## src/rtl/msgq_pkg.sv

```systemverilog
package msgq_pkg;
  localparam int NQ = 4;

  // queue order fixes the layout inside the region
  typedef enum logic [1:0] {
    Q_IN_FREE  = 2'd0,
    Q_IN_POST  = 2'd1,
    Q_OUT_FREE = 2'd2,
    Q_OUT_POST = 2'd3
  } qid_e;

  typedef enum logic [1:0] {
    ST_IDLE = 2'd0,
    ST_MEM  = 2'd1,
    ST_RESP = 2'd2
  } port_st_e;

  localparam logic [3:0] SEL_BASE   = 4'd0;
  localparam logic [3:0] SEL_CTRL   = 4'd1;
  localparam logic [3:0] SEL_STATUS = 4'd2;
  localparam logic [3:0] SEL_PTR_LO = 4'd4;
  localparam logic [3:0] SEL_PTR_HI = 4'd11;
endpackage

```

## src/rtl/msgq_ptr_bank.sv

```systemverilog
module msgq_ptr_bank
  import msgq_pkg::*;
#(
  parameter int AW         = 32,
  parameter int SZW        = 4,
  parameter int UNIT_SHIFT = 11
) (
  input  logic                   clk,
  input  logic                   rst,
  input  logic [AW-1:0]          base,
  input  logic [SZW-1:0]         size_code,
  input  logic                   init,
  input  logic                   lw_en,
  input  logic                   lw_head,
  input  logic [1:0]             lw_q,
  input  logic [AW-1:0]          lw_data,
  input  logic [NQ-1:0]          adv_head,
  input  logic [NQ-1:0]          adv_tail,
  output logic [NQ-1:0][AW-1:0]  heads,
  output logic [NQ-1:0][AW-1:0]  tails,
  output logic [NQ-1:0][AW-1:0]  head_nxt
);
  localparam logic [AW-1:0] STEP = AW'(4);

  logic [AW-1:0] qsize;
  assign qsize = AW'(size_code) << UNIT_SHIFT;

  for (genvar q = 0; q < NQ; q++) begin : g_queue
    logic [AW-1:0] start, limit, tail_nxt, head_inc, tail_inc;
    logic          lw_hit_h, lw_hit_t;

    assign start    = base + AW'(q) * qsize;
    assign limit    = start + qsize;
    assign head_inc = heads[q] + STEP;
    assign tail_inc = tails[q] + STEP;
    assign head_nxt[q] = (head_inc == limit) ? start : head_inc;
    assign tail_nxt    = (tail_inc == limit) ? start : tail_inc;
    assign lw_hit_h = lw_en &&  lw_head && (lw_q == 2'(q));
    assign lw_hit_t = lw_en && !lw_head && (lw_q == 2'(q));

    always_ff @(posedge clk) begin
      if (rst) begin
        heads[q] <= '0;
        tails[q] <= '0;
      end else if (init) begin
        heads[q] <= start;
        tails[q] <= start;
      end else begin
        if (lw_hit_h)         heads[q] <= lw_data;
        else if (adv_head[q]) heads[q] <= head_nxt[q];
        if (lw_hit_t)         tails[q] <= lw_data;
        else if (adv_tail[q]) tails[q] <= tail_nxt;
      end
    end

    // configuration places both pointers on the queue start
    p_init_start_r2: assert property (@(posedge clk) disable iff (rst)
      init |=> (heads[q] == start) && (tails[q] == start));

    // an advancing head moves one entry or wraps to the start
    p_head_wrap_r5: assert property (@(posedge clk) disable iff (rst)
      (adv_head[q] && !init && !lw_hit_h) |=>
        ((heads[q] == $past(heads[q]) + STEP) || (heads[q] == start)));

    p_tail_wrap_r5: assert property (@(posedge clk) disable iff (rst)
      (adv_tail[q] && !init && !lw_hit_t) |=>
        ((tails[q] == $past(tails[q]) + STEP) || (tails[q] == start)));
  end
endmodule

```

## src/rtl/msgq_cfg.sv

```systemverilog
module msgq_cfg
  import msgq_pkg::*;
#(
  parameter int AW        = 32,
  parameter int SZW       = 4,
  parameter int ALIGN_LSB = 20
) (
  input  logic                  clk,
  input  logic                  rst,
  input  logic                  cfg_we,
  input  logic [3:0]            cfg_sel,
  input  logic [AW-1:0]         cfg_wdata,
  input  logic [NQ-1:0][AW-1:0] heads,
  input  logic [NQ-1:0][AW-1:0] tails,
  input  logic                  ovf_ip,
  input  logic                  ovf_of,
  output logic [AW-1:0]         base_q,
  output logic                  en_q,
  output logic [SZW-1:0]        size_q,
  output logic                  init_q,
  output logic                  lw_en,
  output logic                  lw_head,
  output logic [1:0]            lw_q,
  output logic                  flag_ip,
  output logic                  flag_of,
  output logic [AW-1:0]         cfg_rdata
);
  logic       base_ok, sel_ptr, clr_ip, clr_of;
  logic [3:0] ptr_idx;

  assign base_ok = (cfg_wdata[ALIGN_LSB-1:0] == '0);
  assign sel_ptr = (cfg_sel >= SEL_PTR_LO) && (cfg_sel <= SEL_PTR_HI);
  assign ptr_idx = cfg_sel - SEL_PTR_LO;
  assign lw_en   = cfg_we && sel_ptr;
  assign lw_head = !ptr_idx[0];
  assign lw_q    = ptr_idx[2:1];
  assign clr_ip  = cfg_we && (cfg_sel == SEL_STATUS) && cfg_wdata[0];
  assign clr_of  = cfg_we && (cfg_sel == SEL_STATUS) && cfg_wdata[1];

  always_ff @(posedge clk) begin
    if (rst) begin
      base_q  <= '0;
      en_q    <= 1'b0;
      size_q  <= '0;
      init_q  <= 1'b0;
      flag_ip <= 1'b0;
      flag_of <= 1'b0;
    end else begin
      init_q <= 1'b0;
      if (cfg_we && (cfg_sel == SEL_BASE) && base_ok) begin
        base_q <= cfg_wdata;
        init_q <= 1'b1;
      end
      if (cfg_we && (cfg_sel == SEL_CTRL)) begin
        en_q   <= cfg_wdata[0];
        size_q <= cfg_wdata[SZW:1];
      end
      if (ovf_ip)      flag_ip <= 1'b1;
      else if (clr_ip) flag_ip <= 1'b0;
      if (ovf_of)      flag_of <= 1'b1;
      else if (clr_of) flag_of <= 1'b0;
    end
  end

  always_ff @(posedge clk) begin
    if (rst) begin
      cfg_rdata <= '0;
    end else if (sel_ptr) begin
      cfg_rdata <= lw_head ? heads[lw_q] : tails[lw_q];
    end else begin
      case (cfg_sel)
        SEL_BASE:   cfg_rdata <= base_q;
        SEL_CTRL:   cfg_rdata <= AW'({size_q, en_q});
        SEL_STATUS: cfg_rdata <= AW'({flag_of, flag_ip});
        default:    cfg_rdata <= '0;
      endcase
    end
  end

  // the held base always sits on an aligned boundary
  p_base_aligned_r1: assert property (@(posedge clk) disable iff (rst)
    base_q[ALIGN_LSB-1:0] == '0);

  // overflow flags stay set until a one is written to them
  p_flag_sticky_r8: assert property (@(posedge clk) disable iff (rst)
    (flag_ip && !clr_ip) |=> flag_ip);

  p_flag_sticky_of_r8: assert property (@(posedge clk) disable iff (rst)
    (flag_of && !clr_of) |=> flag_of);
endmodule

```

## src/rtl/msgq_port_fsm.sv

```systemverilog
module msgq_port_fsm
  import msgq_pkg::*;
#(
  parameter int AW = 32,
  parameter int DW = 32
) (
  input  logic                  clk,
  input  logic                  rst,
  input  logic                  en,
  input  logic                  host_req,
  input  logic                  host_port,
  input  logic                  host_wr,
  input  logic [DW-1:0]         host_wdata,
  input  logic [NQ-1:0][AW-1:0] heads,
  input  logic [NQ-1:0][AW-1:0] tails,
  input  logic [NQ-1:0][AW-1:0] head_nxt,
  input  logic                  mem_ack,
  input  logic [DW-1:0]         mem_rdata,
  output logic                  host_ack,
  output logic [DW-1:0]         host_rdata,
  output logic                  mem_req,
  output logic                  mem_we,
  output logic [AW-1:0]         mem_addr,
  output logic [DW-1:0]         mem_wdata,
  output logic [NQ-1:0]         adv_head,
  output logic [NQ-1:0]         adv_tail,
  output logic                  ovf_ip,
  output logic                  ovf_of
);
  localparam logic [DW-1:0] EMPTY_WORD = '1;

  port_st_e st;
  qid_e     req_q, cur_q;
  logic     cur_push, req_empty, req_full;

  always_comb begin
    if (host_port) req_q = host_wr ? Q_OUT_FREE : Q_OUT_POST;
    else           req_q = host_wr ? Q_IN_POST  : Q_IN_FREE;
  end
  assign req_empty = (heads[req_q] == tails[req_q]);
  assign req_full  = (head_nxt[req_q] == tails[req_q]);

  always_ff @(posedge clk) begin
    if (rst) begin
      st         <= ST_IDLE;
      cur_q      <= Q_IN_FREE;
      cur_push   <= 1'b0;
      host_ack   <= 1'b0;
      host_rdata <= '0;
      mem_req    <= 1'b0;
      mem_we     <= 1'b0;
      mem_addr   <= '0;
      mem_wdata  <= '0;
      adv_head   <= '0;
      adv_tail   <= '0;
      ovf_ip     <= 1'b0;
      ovf_of     <= 1'b0;
    end else begin
      host_ack <= 1'b0;
      adv_head <= '0;
      adv_tail <= '0;
      ovf_ip   <= 1'b0;
      ovf_of   <= 1'b0;
      case (st)
        ST_IDLE: if (host_req) begin
          cur_q    <= req_q;
          cur_push <= host_wr;
          if (!en) begin
            host_rdata <= host_wr ? '0 : EMPTY_WORD;
            host_ack   <= 1'b1;
            st         <= ST_RESP;
          end else if (host_wr && req_full) begin
            ovf_ip     <= (req_q == Q_IN_POST);
            ovf_of     <= (req_q == Q_OUT_FREE);
            host_rdata <= '0;
            host_ack   <= 1'b1;
            st         <= ST_RESP;
          end else if (!host_wr && req_empty) begin
            host_rdata <= EMPTY_WORD;
            host_ack   <= 1'b1;
            st         <= ST_RESP;
          end else begin
            mem_req   <= 1'b1;
            mem_we    <= host_wr;
            mem_addr  <= host_wr ? heads[req_q] : tails[req_q];
            mem_wdata <= host_wdata;
            st        <= ST_MEM;
          end
        end
        ST_MEM: if (mem_ack) begin
          mem_req    <= 1'b0;
          mem_we     <= 1'b0;
          host_rdata <= cur_push ? '0 : mem_rdata;
          host_ack   <= 1'b1;
          if (cur_push) adv_head[cur_q] <= 1'b1;
          else          adv_tail[cur_q] <= 1'b1;
          st <= ST_RESP;
        end
        default: st <= ST_IDLE;
      endcase
    end
  end

  // a pending request holds its address and direction
  p_req_stable_r10: assert property (@(posedge clk) disable iff (rst)
    (mem_req && !mem_ack) |=> (mem_req && $stable(mem_addr) && $stable(mem_we)));

  // no port answer while memory has not yet answered
  p_ack_waits_mem_r10: assert property (@(posedge clk) disable iff (rst)
    (st == ST_MEM && !mem_ack) |=> !host_ack);

  // a request is only raised while the queues are enabled
  p_no_req_disabled_r3: assert property (@(posedge clk) disable iff (rst)
    $rose(mem_req) |-> $past(en));

  // a refused push never advances a head in the same response
  p_refuse_no_adv_r8: assert property (@(posedge clk) disable iff (rst)
    (ovf_ip || ovf_of) |-> (adv_head == '0));
endmodule

```

## src/rtl/msgq_mgr.sv

```systemverilog
module msgq_mgr
  import msgq_pkg::*;
#(
  parameter int AW         = 32,
  parameter int DW         = 32,
  parameter int SZW        = 4,
  parameter int UNIT_SHIFT = 11,
  parameter int ALIGN_LSB  = 20
) (
  input  logic          clk,
  input  logic          rst,
  input  logic          cfg_we,
  input  logic [3:0]    cfg_sel,
  input  logic [AW-1:0] cfg_wdata,
  output logic [AW-1:0] cfg_rdata,
  input  logic          host_req,
  input  logic          host_port,
  input  logic          host_wr,
  input  logic [DW-1:0] host_wdata,
  output logic          host_ack,
  output logic [DW-1:0] host_rdata,
  output logic          mem_req,
  output logic          mem_we,
  output logic [AW-1:0] mem_addr,
  output logic [DW-1:0] mem_wdata,
  input  logic          mem_ack,
  input  logic [DW-1:0] mem_rdata,
  output logic          inpost_pending,
  output logic          outpost_pending,
  output logic          inpost_ovf,
  output logic          outfree_ovf
);
  logic [NQ-1:0][AW-1:0] heads, tails, head_nxt;
  logic [AW-1:0]         base_q;
  logic [SZW-1:0]        size_q;
  logic                  en_q, init_q, lw_en, lw_head, ovf_ip, ovf_of;
  logic [1:0]            lw_q;
  logic [NQ-1:0]         adv_head, adv_tail;

  msgq_cfg #(.AW(AW), .SZW(SZW), .ALIGN_LSB(ALIGN_LSB)) cfg_i (
    .clk(clk), .rst(rst), .cfg_we(cfg_we), .cfg_sel(cfg_sel),
    .cfg_wdata(cfg_wdata), .heads(heads), .tails(tails),
    .ovf_ip(ovf_ip), .ovf_of(ovf_of), .base_q(base_q), .en_q(en_q),
    .size_q(size_q), .init_q(init_q), .lw_en(lw_en), .lw_head(lw_head),
    .lw_q(lw_q), .flag_ip(inpost_ovf), .flag_of(outfree_ovf),
    .cfg_rdata(cfg_rdata)
  );

  msgq_ptr_bank #(.AW(AW), .SZW(SZW), .UNIT_SHIFT(UNIT_SHIFT)) bank_i (
    .clk(clk), .rst(rst), .base(base_q), .size_code(size_q),
    .init(init_q), .lw_en(lw_en), .lw_head(lw_head), .lw_q(lw_q),
    .lw_data(cfg_wdata), .adv_head(adv_head), .adv_tail(adv_tail),
    .heads(heads), .tails(tails), .head_nxt(head_nxt)
  );

  msgq_port_fsm #(.AW(AW), .DW(DW)) fsm_i (
    .clk(clk), .rst(rst), .en(en_q), .host_req(host_req),
    .host_port(host_port), .host_wr(host_wr), .host_wdata(host_wdata),
    .heads(heads), .tails(tails), .head_nxt(head_nxt),
    .mem_ack(mem_ack), .mem_rdata(mem_rdata), .host_ack(host_ack),
    .host_rdata(host_rdata), .mem_req(mem_req), .mem_we(mem_we),
    .mem_addr(mem_addr), .mem_wdata(mem_wdata), .adv_head(adv_head),
    .adv_tail(adv_tail), .ovf_ip(ovf_ip), .ovf_of(ovf_of)
  );

  always_ff @(posedge clk) begin
    if (rst) begin
      inpost_pending  <= 1'b0;
      outpost_pending <= 1'b0;
    end else begin
      inpost_pending  <= (heads[Q_IN_POST]  != tails[Q_IN_POST]);
      outpost_pending <= (heads[Q_OUT_POST] != tails[Q_OUT_POST]);
    end
  end

  // an empty inbound post queue held for two cycles shows no pending level
  p_pending_clear_r9: assert property (@(posedge clk) disable iff (rst)
    (heads[Q_IN_POST] == tails[Q_IN_POST]) && $stable(heads[Q_IN_POST]) &&
    $stable(tails[Q_IN_POST]) |=> !inpost_pending);
endmodule

```

## config.mk

```make
export PLATFORM = sky130hd
export DESIGN_NAME = msgq_mgr
export DESIGN_NICKNAME = d
export VERILOG_FILES = /design/src/rtl/msgq_pkg.sv /design/src/rtl/msgq_ptr_bank.sv /design/src/rtl/msgq_cfg.sv /design/src/rtl/msgq_port_fsm.sv /design/src/rtl/msgq_mgr.sv
export SDC_FILE = /design/constraint.sdc
export NUM_CORES = 2
export LEC_CHECK = 0
export CORE_ASPECT_RATIO = 2
export CORE_UTILIZATION = 56
export DETAILED_ROUTE_END_ITERATION = 10
export GPL_TIMING_DRIVEN = 0
export HOLD_SLACK_MARGIN = 0.08
export PLACE_DENSITY = 0.84
export REMOVE_ABC_BUFFERS = 1
export SLEW_MARGIN = 15
export SYNTH_ARGS = -nofsm -noshare
export SYNTH_HDL_FRONTEND = slang
export SYNTH_SLANG_ARGS = --single-unit
```

## constraint.sdc

```tcl
create_clock -name clk -period 8 [get_ports clk]
set_input_delay 1.6 -clock clk [delete_from_list [all_inputs] [get_ports clk]]
set_output_delay 1.6 -clock clk [all_outputs]
set_load 0.01 [all_outputs]
```

==> flow_summary.yaml, run 1 <==
outcome:
  status: "stopped before the end"
  haltStage: "5_1_grt"
  firstError: "[ERROR GRT-0116] Global routing finished with congestion. Check the congestion regions in the DRC Viewer."
synthesis:
  syn_avg_cell_area_sq_um: 7.796
  yosys.area_share.simple_pct: 22.59
  synthAdderAreaFrac_pct: 1.497
  synth_xor_xnor_area_share_pct: 15.27
  synth.area.mux_share_pct: 11.11
  synth_warnings: 0
  synthTopCellsByArea: "dfxtp_1, xnor2_1, mux4_2"
  ys_seq_elements: 444
  yosysMostFrequentCell: "nor2_1"
  synthDominantCellAreaShare_pct: 21.62
  synth_compound_area_share_pct: 21.87
  yosysUniqueCellTypes: 101
  synthTopCellsByCount: "nor2_1, dfxtp_1, clkbuf_1, a21oi_1, xnor2_1"
  syn_area_sq_um: 41110
  synth_cells: 5273
  yosysSeqAreaShare_pct: 21.62
  yosysTopAreaCell: "dfxtp_1"
  synth_top_family_by_area: "simple AND/OR/NAND/NOR gates"
  synthFlopType: "dfxtp_1"
  synth-edff-count: 0
  async_reset_ff_share_pct: 0
floorplan:
  fp.dieH_microns: 385.2
  pin_count: 242
  row_count: 140
  dieWidth_microns: 193.6
  start_util_pct: 56.55
clock_network:
  htreeDepth: 2
  cts_hold_buf: 0
  cts.sinks: 444
  clockBufferDepth: 3
  cts_buffers: 45
  cts_root_buf: "clkbuf_16"
placement:
  port_buffers: 241
  gp_congestion: 1.172
  dpl.hpwl_microns: 182400
  placedCellCount: 6001
global_route:
  grt_pass1_vias: 52390
  gr-total-overflow: 557
  track_usage_pct: 77.73
  grt_first_pass_wirelength_microns: 433700
  grt_max_degree: 130
[per-stage QoR]
step	hold slack (ps)	setup TNS (ps)	util [%]	setup WS (ps)	cell area, sq um
CTS	468.1	0	64.11	2.312	46610
detailed placement	454.7	-288580	61.02	-3288	44360
global placement	419.0	-4523550	58.66	-20670	42640
floorplan	413.0	-385450	-	-4450	39080
[layer usage]
layer,global-route usage (%),overflow
met5,24.30,3
met3,58.42,4
met2,97.03,295
met1,75.72,4
met4,85.24,251
[repair_timing]
action,in CTS
pin swaps,22
setup endpoints to repair,156
buffers inserted,39
gates resized for setup,102
gates cloned,1
[kinds of logic after synthesis]
group | after synthesis
AOI/OAI and AO/OA | 1330
muxes | 287
and+or+nand+nor | 1861
xor gates and xnor gates | 662
DFF | 444
adders and majority gates | 45
buffers and inverters | 644
==> inputs of run 2 (changes only) <==
--- a/config.mk
+++ b/config.mk
@@ -5,12 +5,10 @@
 export SDC_FILE = /design/constraint.sdc
 export NUM_CORES = 2
 export LEC_CHECK = 0
-export CORE_ASPECT_RATIO = 2
-export CORE_UTILIZATION = 56
+export CORE_UTILIZATION = 40
 export DETAILED_ROUTE_END_ITERATION = 10
 export GPL_TIMING_DRIVEN = 0
-export HOLD_SLACK_MARGIN = 0.08
-export PLACE_DENSITY = 0.84
+export PLACE_DENSITY_LB_ADDON = 0.15
 export REMOVE_ABC_BUFFERS = 1
 export SLEW_MARGIN = 15
 export SYNTH_ARGS = -nofsm -noshare
==> constraint.sdc (replaced) <==
create_clock -name clk -period 10.4 [get_ports clk]
set_input_delay 2.08 -clock clk [delete_from_list [all_inputs] [get_ports clk]]
set_output_delay 2.08 -clock clk [all_outputs]
set_load 0.01 [all_outputs]
==> run 2 against run 1 <==
  * The flow now finishes, with violations (max-capacitance violations, max-slew violations)
  * Synthesized cell count is the same
  * Area after synthesis did not move
==> flow_summary.yaml, run 2 <==
clock_network:
  cts.sinks: 444
  cts_root_buf: "clkbuf_16"
  cts_hold_buf: 0
  insertion_delay_ps: 720
  clockBufferDepth: 3
  cts_buffers: 58
  cts_tree: "done"
  path_clk_slew_ps: 70
  htreeDepth: 2
global_route:
  grt_first_pass_wirelength_microns: 311800
  track_usage_pct: 41.85
  gr-total-overflow: 0
  grt_pass1_vias: 40600
  grt_max_degree: 113
  antenna_found_initial: 18
detailed_routing:
  vias_per_cell: 6.834
  detail-route-antenna-nets: 0
  wl_microns: 225300
  first_pass_iters: 6
  vias: 44820
  post-route-drc-count: 0
  drt_iter0_drc: 6754
  wl_per_cell_microns: 34.36
placement:
  port_buffers: 241
  dpl_cell_area_sq_um: 44870
  dpl.hpwl_microns: 173300
  gp_congestion: 1.041
synthesis:
  synthDominantCellAreaShare_pct: 21.62
  synth_cells: 5273
  synth_warnings: 0
  yosysSeqAreaShare_pct: 21.62
  synthTopCellsByCount: "nor2_1, dfxtp_1, clkbuf_1, a21oi_1, xnor2_1"
  syn_area_sq_um: 41110
  yosysMostFrequentCell: "nor2_1"
  yosysTopAreaCell: "dfxtp_1"
  synth-edff-count: 0
  syn_avg_cell_area_sq_um: 7.796
  synthFlopType: "dfxtp_1"
  async_reset_ff_share_pct: 0
  ys_seq_elements: 444
  yosysUniqueCellTypes: 101
  synthTopCellsByArea: "dfxtp_1, xnor2_1, mux4_2"
cells_and_area:
  top_regs: "bank_i.heads x128, bank_i.tails x128"
  final_common_cell: "nor2_1"
  drive_above_1_share_pct: 10.97
  finalNetCount: 5290
  final_cell_mix: "nor2_1, dfxtp_1, xnor2_1"
  fin_area_sq_um: 47250
  fillers: 10220
  area_growth_pct: 14.93
worst_setup_path:
  crit_chain: "nand4_1, nor4_2, xnor2_1, nand4_1, nor4b_1, xnor3_1, o21ai_0, or4_1, or4_1, o211ai_1, and3_1, mux2i_1, o211ai_1, and4bb_1, nand4_1, buf_8, buf_6, buf_6, buf_6, a31o_2, buf_16, a221oi_1"
  cp_slowest_cell: "dfxtp_1"
  worst_ep_required_time_ps: 11010
  slowest_delay_ps: 1220
  critPathKind: "flip-flop to flip-flop"
  crit_fanout: 24
  cp-end-kind: "flip-flop"
  start_kind: "flip-flop"
  rrSetupSlack_ps: 10
  crit_arrival_ps: 10990
timing:
  report.final.slew_viol_count: 1
  max_freq_ghz: 0.09628
  final-hold-violation-count: 0
  rsz0062_at_grt: "no"
  relSlewSlack_pct: -0.7378
  worstMarginPinSlew_ps: 1490
  setup_viol: 0
  skew_ps: 38.17
  period_share_pct: 99.86
  period_minus_slack_ps: 10390
  setup_tns_ps: 0
floorplan:
  pin_count: 242
  row_count: 117
  dieArea_sq_um: 104100
  dieWidth_microns: 322.6
  fp.dieH_microns: 322.6
  start_util_pct: 40.35
  coreArea_sq_um: 101900
power_and_ir_drop:
  peakVddDrop_mv: 0.1460
  finalPower_w: 0.004957
  power_leakage_nw: 16.17
  powerDensity_nw_per_um2: 104.9
min_path:
  hold_path_class: "flip-flop to flip-flop"
outcome:
  violations: "max-capacitance violations, max-slew violations"
  status: "finished, violations left"
run:
  timing.max_cap.violations: 1
## run 2: cell type report
class | count | area, sq um | area share [%]
clock buffer | 77 | 1643 | 3.477
clock inverter | 32 | 535.5 | 1.133
multi-input combinational | 4185 | 30170 | 63.86
antenna | 3 | 7.507 | 0.01589
tap | 1368 | 1712 | 3.623
sequential | 444 | 8901 | 18.84
inverter | 121 | 454.2 | 0.9613
timing repair buffer | 328 | 3825 | 8.095
## run 2: metal layers
layer | GRT usage, % | wire (microns) | vias up
met2 | 59.05 | 90480 | 3221
met5 | 0 | 180 | -
met1 | 55.66 | 89120 | 21830
met4 | 23.52 | 14660 | 20
li1 | - | - | 19140
met3 | 13.58 | 30900 | 614
## run 2: timing repair
action | 4_1_cts | 5_1_grt
setup buffers | 6 | 1
gates resized for setup | 15 | 10
pin swaps | 3 | 1
setup endpoints to repair | 101 | 47
## run 2: report_power, final
group          switching [W]  internal [W]
clock               0.000952       0.00141
sequential         0.0000721       0.00174
combinational       0.000490      0.000296
total                0.00151       0.00344
## run 2: critical path: cells and delay by family (launching register included)
kind                   cells  cell delay (ps)
multiplexers               1              370
AO/OA/AOI/OAI              5             1390
buffers and inverters      5              980
AND/OR/NAND/NOR            9             5530
XOR/XNOR                   2              710
flip-flops                 1             1220
## run 2: cells by family after synthesis
group / Yosys count / share of synthesized area (%)
AO/OA/AOI/OAI: 1330 / 21.87
XOR/XNOR: 662 / 15.27
adder cells (fa/ha/maj): 45 / 1.497
buffers and inverters: 644 / 6.050
flip-flops: 444 / 21.62
multiplexers: 287 / 11.11
AND/OR/NAND/NOR: 1861 / 22.59
## run 2: path summary, 6_finish.rpt
check                   startpoint             endpoint  depth (start not counted)
setup / recovery  cfg_i.base_q[17]  fsm_i.host_rdata[3]                         22
setup reg to reg  cfg_i.base_q[17]  fsm_i.host_rdata[3]                         22
hold reg to reg       fsm_i.ovf_ip        cfg_i.flag_ip                          2
hold / removal        fsm_i.ovf_ip        cfg_i.flag_ip                          2
## run 2: per-stage QoR
| step | std cells | util [%] | setup WS, ps | hold WS (ps) |
|---|---|---|---|---|
| final | 6558 | 46.37 | 14.13 | 454.8 |
| after global placement | 6359 | 42.40 | -19520 | 418.0 |
| after global routing | 6557 | 46.37 | 17.32 | 470.2 |
| after floorplan | 4750 | - | -2530 | 413.0 |
| after detailed placement | 6439 | 44.04 | -1494 | 442.9 |
| after CTS | 6554 | 46.30 | 40.05 | 455.0 |
(Power assumes the default switching activity.)
